**config.mk**
```make
export PLATFORM = sky130hd
export DESIGN_NAME = gpio_port
export DESIGN_NICKNAME = d
export VERILOG_FILES = /design/src/rtl/gpio_port_pkg.sv /design/src/rtl/gpio_addr_dec.sv /design/src/rtl/gpio_out_reg.sv /design/src/rtl/gpio_sync.sv /design/src/rtl/gpio_port.sv
export SDC_FILE = /design/constraint.sdc
export NUM_CORES = 1
export LEC_CHECK = 0
export ABC_AREA = 1
export BUFFER_PORTS_ARGS = -buffer_cell sky130_fd_sc_hd__buf_2
export CORE_MARGIN = 4
export CORE_UTILIZATION = 25
export CTS_BUF_LIST = sky130_fd_sc_hd__clkbuf_16
export DETAILED_ROUTE_END_ITERATION = 8
export GPL_ROUTABILITY_DRIVEN = 0
export HOLD_SLACK_MARGIN = 0.02
export SLEW_MARGIN = 30
export SYNTH_ARGS = -nofsm -noshare
export SYNTH_HDL_FRONTEND = slang
export SYNTH_SLANG_ARGS = --single-unit
```
**constraint.sdc**
```tcl
create_clock -name clk -period 1.4 [get_ports clk]
set_input_delay 0.21 -clock clk [delete_from_list [all_inputs] [get_ports clk]]
set_output_delay 0.21 -clock clk [all_outputs]
set_load 0.02 [all_outputs]
```
**src/rtl/gpio_port_pkg.sv**
```systemverilog
// Shared constants and types for the GPIO port.
// Assumes word-aligned byte addressing; word indices are byte offset / 4.
package gpio_port_pkg;
    localparam int WIDX_VALUE = 0;  // 0x00
    localparam int WIDX_SET   = 1;  // 0x04
    localparam int WIDX_CLR   = 2;  // 0x08
    localparam int WIDX_TOG   = 3;  // 0x0C
    localparam int WIDX_PIN   = 4;  // 0x10
    localparam int WIDX_DIR   = 5;  // 0x14

    typedef struct packed {
        logic value;
        logic set;
        logic clr;
        logic tog;
        logic dir;
    } gpio_wr_t;

    typedef enum logic [2:0] {
        RD_ZERO,
        RD_VALUE,
        RD_PIN,
        RD_DIR
    } gpio_rd_e;
endpackage

```
**src/rtl/gpio_addr_dec.sv**
```systemverilog
// Address decoder: turns one bus access into write strobes and a read source.
// Assumes at most one access per cycle; misaligned addresses decode as unmapped.
module gpio_addr_dec
    import gpio_port_pkg::*;
#(
    parameter int ADDR_W = 8
) (
    input  logic              sel,
    input  logic              we,
    input  logic [ADDR_W-1:0] addr,
    output gpio_wr_t          wr,
    output logic              rd_en,
    output gpio_rd_e          rd_src
);
    localparam int IDX_W = ADDR_W - 2;

    logic             aligned;
    logic [IDX_W-1:0] widx;

    assign aligned = (addr[1:0] == 2'b00);
    assign widx    = addr[ADDR_W-1:2];
    assign rd_en   = sel && !we;

    // Write strobes: one per writable register, only for aligned writes.
    always_comb begin
        wr       = '0;
        if (sel && we && aligned) begin
            wr.value = (widx == IDX_W'(WIDX_VALUE));
            wr.set   = (widx == IDX_W'(WIDX_SET));
            wr.clr   = (widx == IDX_W'(WIDX_CLR));
            wr.tog   = (widx == IDX_W'(WIDX_TOG));
            wr.dir   = (widx == IDX_W'(WIDX_DIR));
        end
    end

    // Read source: readable registers, zero for aliases and unmapped space.
    always_comb begin
        rd_src = RD_ZERO;
        if (aligned) begin
            if (widx == IDX_W'(WIDX_VALUE))    rd_src = RD_VALUE;
            else if (widx == IDX_W'(WIDX_PIN)) rd_src = RD_PIN;
            else if (widx == IDX_W'(WIDX_DIR)) rd_src = RD_DIR;
        end
    end
endmodule

```
**src/rtl/gpio_out_reg.sv**
```systemverilog
// Output value register with full load and per-bit set/clear/toggle masks.
// Per bit the order applied is clear, then set, then toggle; a full load wins.
module gpio_out_reg
    import gpio_port_pkg::*;
#(
    parameter int W = 32
) (
    input  logic         clk,
    input  logic         rst_n,
    input  gpio_wr_t     wr,
    input  logic [W-1:0] wdata,
    output logic [W-1:0] q
);
    logic [W-1:0] nxt;

    for (genvar i = 0; i < W; i++) begin : g_bit
        logic v;
        // Next value of one bit from the active strobe and its data bit.
        always_comb begin
            v = q[i];
            if (wr.clr && wdata[i]) v = 1'b0;
            if (wr.set && wdata[i]) v = 1'b1;
            if (wr.tog && wdata[i]) v = ~v;
            if (wr.value)           v = wdata[i];
            nxt[i] = v;
        end
    end

    // State update, cleared by reset.
    always_ff @(posedge clk) begin
        if (!rst_n) q <= '0;
        else        q <= nxt;
    end
endmodule

```
**src/rtl/gpio_sync.sv**
```systemverilog
// Multi-flop synchroniser for asynchronous pin levels.
// Assumes each pin is an independent level; no multi-bit coherence is given.
module gpio_sync #(
    parameter int W      = 32,
    parameter int STAGES = 2
) (
    input  logic         clk,
    input  logic         rst_n,
    input  logic [W-1:0] d,
    output logic [W-1:0] q
);
    logic [W-1:0] stage [STAGES];

    for (genvar s = 0; s < STAGES; s++) begin : g_stage
        if (s == 0) begin : g_first
            // First flop samples the raw pin levels.
            always_ff @(posedge clk) begin
                if (!rst_n) stage[s] <= '0;
                else        stage[s] <= d;
            end
        end else begin : g_next
            // Later flops resolve metastability of the previous stage.
            always_ff @(posedge clk) begin
                if (!rst_n) stage[s] <= '0;
                else        stage[s] <= stage[s-1];
            end
        end
    end

    assign q = stage[STAGES-1];
endmodule

```
**src/rtl/gpio_port.sv**
```systemverilog
// GPIO port top: bus decode, output value and direction registers,
// synchronised pin input and registered read data.
// Assumes one bus access per cycle and a synchronous active-low reset.
module gpio_port
    import gpio_port_pkg::*;
#(
    parameter int W      = 32,
    parameter int ADDR_W = 8
) (
    input  logic              clk,
    input  logic              rst_n,
    input  logic              bus_sel,
    input  logic              bus_we,
    input  logic [ADDR_W-1:0] bus_addr,
    input  logic [W-1:0]      bus_wdata,
    output logic [W-1:0]      bus_rdata,
    input  logic [W-1:0]      pad_in,
    output logic [W-1:0]      pad_out,
    output logic [W-1:0]      pad_oe
);
    localparam int SYNC_STAGES = 2;

    gpio_wr_t     wr;
    logic         rd_en;
    gpio_rd_e     rd_src;
    logic [W-1:0] value_q;
    logic [W-1:0] dir_q;
    logic [W-1:0] pin_q;
    logic [W-1:0] rd_val;

    gpio_addr_dec #(.ADDR_W(ADDR_W)) u_dec (
        .sel    (bus_sel),
        .we     (bus_we),
        .addr   (bus_addr),
        .wr     (wr),
        .rd_en  (rd_en),
        .rd_src (rd_src)
    );

    gpio_out_reg #(.W(W)) u_out (
        .clk   (clk),
        .rst_n (rst_n),
        .wr    (wr),
        .wdata (bus_wdata),
        .q     (value_q)
    );

    gpio_sync #(.W(W), .STAGES(SYNC_STAGES)) u_sync (
        .clk   (clk),
        .rst_n (rst_n),
        .d     (pad_in),
        .q     (pin_q)
    );

    // Direction register: 1 drives the pin, 0 leaves it an input.
    always_ff @(posedge clk) begin
        if (!rst_n)      dir_q <= '0;
        else if (wr.dir) dir_q <= bus_wdata;
    end

    // Read multiplexer over the readable registers.
    always_comb begin
        case (rd_src)
            RD_VALUE: rd_val = value_q;
            RD_PIN:   rd_val = pin_q;
            RD_DIR:   rd_val = dir_q;
            default:  rd_val = '0;
        endcase
    end

    // Read data register, loaded only by an accepted read.
    always_ff @(posedge clk) begin
        if (!rst_n)     bus_rdata <= '0;
        else if (rd_en) bus_rdata <= rd_val;
    end

    assign pad_out = value_q;
    assign pad_oe  = dir_q;
endmodule

```
# ---- Word-level counts from Yosys, hierarchy flattened
# Memories as Yosys holds them, arrays and structs flattened.
# Index checks and enable logic that the tools add are counted.
dict set report totals {
  elab_cells 286
  out_inout_bits 96
  ramBits 64
  latchBits 0
  register_bits 96
  rom_bits 0
  memories 1
  inputBits 76
}
# memory depth width rd rd_clocked_by_memory_dff wr line_no
set mem_list {}
lappend mem_list {u_sync.stage 2 32 2 0 2 gpio_sync.sv:12} ;# logic [W-1:0] stage [STAGES];
dict set report classes {
  n_bitwise 34
  add_sub_neg 0
  n_eq_ne 8
  shifts 0
  n_div 0
  n_reduce_logical 102
  mux 138
  order_cmp 0
  multipliers 0
}
# op n
set ops {}
lappend ops {{$mux W1} 130}
lappend ops {{$logic_and A1 B1 Y1} 99}
lappend ops {{$pmux W32 S3} 1}
lappend ops {{$mux W32} 2}
lappend ops {{$not A1 Y1} 32}
lappend ops {{$eq A6 B2 Y1 const B} 2}
lappend ops {{$eq A6 B3 Y1 const B} 2}
lappend ops {{$mux W3} 3}
lappend ops {{$eq A3 B2 Y1 const B} 2}
lappend ops {{$eq A6 B1 Y1 const B} 1}
lappend ops {{$logic_not A6 Y1} 1}
lappend ops {{$mux W5} 1}
lappend ops {{$eq A3 B1 Y1 const B} 1}
lappend ops {{$logic_not A2 Y1} 1}
lappend ops {{$mux W2} 1}
lappend ops {{$or A1 B1 Y1} 2}
lappend ops {{$logic_not A1 Y1} 1}

# ---- Longest topological paths before layout
dict set report depth {
  word_depth 9
  depth_mapped 10
  depth_no_buf 9
}

# ---- Hierarchy
# Synthesis repeated with hierarchy kept, for this count alone.
dict set report unflattened {
  cells_unflattened 1041
  area_unflattened_um2 7365.8
}
# module cells_each seq_area_each_um2 instances area_per_inst_um2
set modules_own_cells {}
lappend modules_own_cells {gpio_port 439 1281.2 1 3308.2}
lappend modules_own_cells {gpio_out_reg 372 640.6 1 2064.5}
lappend modules_own_cells {gpio_sync 199 1281.2 1 1840.5}
lappend modules_own_cells {gpio_addr_dec 31 0.0 1 152.6}

# ---- Worst setup path before layout
# Ideal clock, no wire load.
dict set report synth_timing {
  kind {input port to flip-flop}
  startpoint {input bus_addr[1]}
  endpoint {register u_out.q[10]}
  t_required_ps 1285
  path_buffers 1
  t_arrival_ps 1167
  stages 9
  setup_slack_ps 118
  setup_ps 115
  cell_sequence {nor2_4 -> nand3_4 -> inv_2 -> nand4_4 -> buf_6 -> o21ai_1 -> nand3_1 -> nand2_1 -> nor2_1}
}
dict set report synth_via {
  elab_chain_cells 9
  elab_cells_between_ends 11
  cone_classes {5 x mux; 1 x bitwise; 5 x reduce/logical}
}
# element line_no
set synth_lines {}
lappend synth_lines {{start: declaration} gpio_port.sv:14} ;# input logic [ADDR_W-1:0] bus_addr,
lappend synth_lines {{$logic_not A2 Y1 *} gpio_addr_dec.sv:20} ;# assign aligned = (addr[1:0] == 2'b00);
lappend synth_lines {{$logic_and A1 B1 Y1 *} gpio_addr_dec.sv:27} ;# if (sel && we && aligned) begin
lappend synth_lines {{$mux W5 *} gpio_addr_dec.sv:27}
lappend synth_lines {{$logic_and A1 B1 Y1} gpio_out_reg.sv:21} ;# if (wr.clr && wdata[i]) v = 1'b0;
lappend synth_lines {{$mux W1} gpio_out_reg.sv:21}
lappend synth_lines {{$mux W1} gpio_out_reg.sv:22} ;# if (wr.set && wdata[i]) v = 1'b1;
lappend synth_lines {{$not A1 Y1} gpio_out_reg.sv:23} ;# if (wr.tog && wdata[i]) v = ~v;
lappend synth_lines {{$mux W1} gpio_out_reg.sv:23}
lappend synth_lines {{$mux W1 *} gpio_out_reg.sv:24} ;# if (wr.value) v = wdata[i];
lappend synth_lines {{end signal: assignment} gpio_out_reg.sv:32} ;# else q <= nxt;
lappend synth_lines {{end: declaration} gpio_out_reg.sv:12} ;# output logic [W-1:0] q
# Every way passes the cells marked *; elsewhere a longest branch is shown, timed or not.
# A chain may end at the register's enable or synchronous reset.

# ---- Worst setup path in the final report
dict set report layout_timing {
  startpoint {input bus_addr[1]}
  endpoint {register u_out.q[13]}
}
# The elaborated chain is that of the path after synthesis.

==> run metrics <==
outcome=finished, final reports clean; vias in the first global route=between 7000 and 8000; synthesized flop and latch total=160; post-synthesis mux area share=0%; Antenna diodes=0; post-synth design cell area=slightly above 0.007 mm2; footprint of the multi-input gates=0.00312 mm2; xor-xnor portion of the synthesized cell area=0%; buffers added on ports=between 150 and 200; Critical Path, Cell by Cell=buf_2 -> nor2_4 -> nand3_4 -> buf_4 -> nor2_4 -> buf_12 -> clkbuf_16 -> nand3_1 -> nand2_1 -> o21ai_1 -> a21oi_1 -> nor2_1; Clk pin slew, worst setup/hold paths=roughly 0.07 ns; most frequent CP cell=nor2_4; crit path time final=1.30 ns; first-pass GRT wire length=between 30 and 40 mm; Worst Hold Launch=bus_wdata[25]; pin count of the biggest net entering global routing=53; CP max stage delay=around 0.18 ns; worst slew pin tran=roughly 0.77 ns; Post-route DRC=0; FF-to-FF End=bus_rdata[14]$_SDFFE_PN0P_; Root Driver=clkbuf_16; largest family of logic cells by synthesized area=simple AND/OR/NAND/NOR gates; top cell type's share of synthesized area=between 40 and 50%; max-slew violations=0; top post-synthesis cells by area=dfxtp_1, nand2_1, nand3_1; Num CTS Buffers=17; clock skew after layout=0.00929 ns; pwr dens=roughly 1000 mW/mm2; Max-slew headroom=approximately 49%; Crit. End Element=flop; Synth Area in Simple Gates=31.2%; critical-path maximum fanout=11; post-synth cell types=24; yosys warns=0; H-tree levels=4; DR WL/cell=between 15 and 20 um; via/cell ratio=4.64; Hold Crit Endpoint=pad_oe[25]$_SDFFE_PN0P_; Site Rows=~60; Initial Util=between 20% and 30%; Die H=about 180 um; Core Area=0.0280 mm2; Synth Area in Compound Gates=12.0%; Buf+Inv Stages, Crit Path=4; RSZ-0062 raised after global routing=yes; Routed WL=24.6 mm; global route overflow=0; crit path DAT=between 1.5 and 2 ns; ANT nets after route=0; Place WS=-0.407 ns; clk buf depth=2; I/O Pins=between 150 and 200; post-synth net total=1056; dpl cells=approximately 1500; Setup Viol. Count Final=0; Critical Path RT=around 1.7 ns; R2R setup slack=roughly 0.46 ns; Fin. Hold Viols=0; width of the die=177 um; 1st-iter DRT viols=between 600 and 700; Synth Area in Adders=0%; initial antenna violation count=1; die area=0.0314 mm2; worst setup margin=0.100 ns; HP Class=in -> reg; CTS tree=yes; syn avg cell area=approximately 7.3 um2; Nets=about 1300; WS Path Type=in -> reg; crit start category=primary input; max-cap viol count=0; Leakage Power=approximately 4.6 nW; Vias=roughly 7300; placed standard-cell area=approximately 0.0086 mm2; clock latency at the later pin of the worst-skew pair=about 0.42 ns; Reg area=between 0.003 and 0.004 mm2; layout cell share with drive strength beyond 1=between 20% and 30%; Filler Cell Count=2983; TritonRoute pass-1 iters=5; CP max-delay cell=nor2_4; FMAX=between 700 and 800 MHz; area leader, netlist=dfxtp_1; worst flop-to-flop path startpoint=u_out.q[14]$_SDFF_PN0_; Post-Layout Inst Area=just under 0.01 mm2; fin crit share=between 90 and 100%; Overall Power=between 10 and 15 mW; Hold Crit Depth=3; fin cells=around 1600; sequential element share of the synthesized area=44.8%; synthesis-to-layout area growth=34.9%; Cells after Synth=just under 1000; Max rail drop VDD=0.000684 V; CTS Sinks=between 150 and 200; Final TNS setup=0 ns; Worst R2R Path Depth=4; gr usage total=~15%; DP HPWL=roughly 17 mm; CP delay by family, top=buffers and inverters
## sequential cells by signal, indices dropped and copies added (netlist names)
| name | flops |
|---|---|
| u_sync.stage | 64 |
| bus_rdata | 32 |
| pad_oe | 32 |
| u_out.q | 32 |
## cells in the mapped netlist
| cell | count |
|---|---|
| nand2_2 | 4 |
| nand3_4 | 2 |
| clkinv_1 | 1 |
| nand4_4 | 1 |
| nand4_1 | 64 |
| o21ai_0 | 34 |
| nor2_4 | 7 |
| a21oi_1 | 89 |
| dfxtp_1 | 160 |
| nand2_1 | 197 |
| inv_2 | 5 |
| nor2_2 | 3 |
| nand3_2 | 1 |
| buf_4 | 6 |
| inv_1 | 103 |
| nor2_1 | 69 |
| a21oi_2 | 7 |
| a21oi_4 | 2 |
| nand3_1 | 129 |
| clkbuf_1 | 17 |
| buf_1 | 8 |
| o21ai_1 | 30 |
| buf_2 | 25 |
| buf_6 | 16 |
## how the worst max path moves through the flow
stage | from | to | slack, ns | cells past startpoint
floorplan | bus_addr[1] | u_out.q[10]$_SDFF_PN0_ | 0.12 | 9
global placement | bus_addr[6] | u_out.q[6]$_SDFF_PN0_ | -0.46 | 9
detailed placement | bus_addr[5] | bus_rdata[15]$_SDFFE_PN0P_ | -0.41 | 11
CTS | bus_addr[5] | bus_rdata[15]$_SDFFE_PN0P_ | 0.04 | 11
global route | bus_addr[1] | u_out.q[8]$_SDFF_PN0_ | -0.005 | 12
finish | bus_addr[1] | u_out.q[13]$_SDFF_PN0_ | 0.10 | 12
## cells in the final DEF, fill, tap and decap left out, types with 6 or more instances in the layout
master,netlist,routed
nor2_1,69,66
dfxtp_1,160,160
buf_4,6,28
inv_1,103,102
nand3_1,129,129
o21ai_0,34,33
buf_2,25,170
clkbuf_16,0,19
a21oi_1,89,89
nand4_1,64,64
inv_2,5,6
nand2_1,197,197
nor2_4,7,10
o21ai_1,30,31
dlygate4sd3_1,0,32
inv_6,0,7
buf_12,0,19
a21oi_2,7,7
## worst register-to-register path: stages (launching register included)
cell and delay (ns):
dfxtp_1 0.44, nand4_1 0.14, nand3_1 0.11, nand2_1 0.05, a21oi_1 0.12
## through the flow
stage          hold slack, ns  utilization, %
2_1_floorplan           0.308               -
3_3_place_gp            0.393            30.8
3_5_place_dp            0.393            30.9
4_1_cts                0.0502            34.2
5_1_grt                0.0691            34.4
6_report               0.0725            34.4
## repair_timing
item / in CTS / in global routing
endpoints found under the hold margin: 32 / 0
resized for setup: 0 / 3
hold buffers: 32 / 0
setup endpoints to repair: 0 / 7
buffers inserted: 0 / 1
## logic make-up (layout without fill, tap and decap cells)
logic type,after synthesis,after routing
compound gates,162,162
buf+inv,181,394
flops,160,160
simple gates,477,477
## per-layer routing
metal	GRT usage, %	share of wire (%)
met5	0	0.053
met4	3.84	1.5
met3	3.46	6.1
met2	26.2	48
met1	20.1	44
## power breakdown
group,internal [mW],switching (mW),leakage [nW]
registers,4.64,0.0290,1.30
clock network,2.69,2.10,0.291
logic,0.268,0.398,3.00
## layout make-up
cell class | count | share of cell area (%)
Multi-Input combinational cell | 639 | 32.3
Clock buffer | 17 | 4.41
Inverter | 109 | 4.24
Clock inverter | 15 | 1.80
Tap cell | 378 | 4.90
Sequential cell | 160 | 33.2
Timing Repair Buffer | 253 | 19.1
Note: power is estimated with default switching activity, not from simulation.
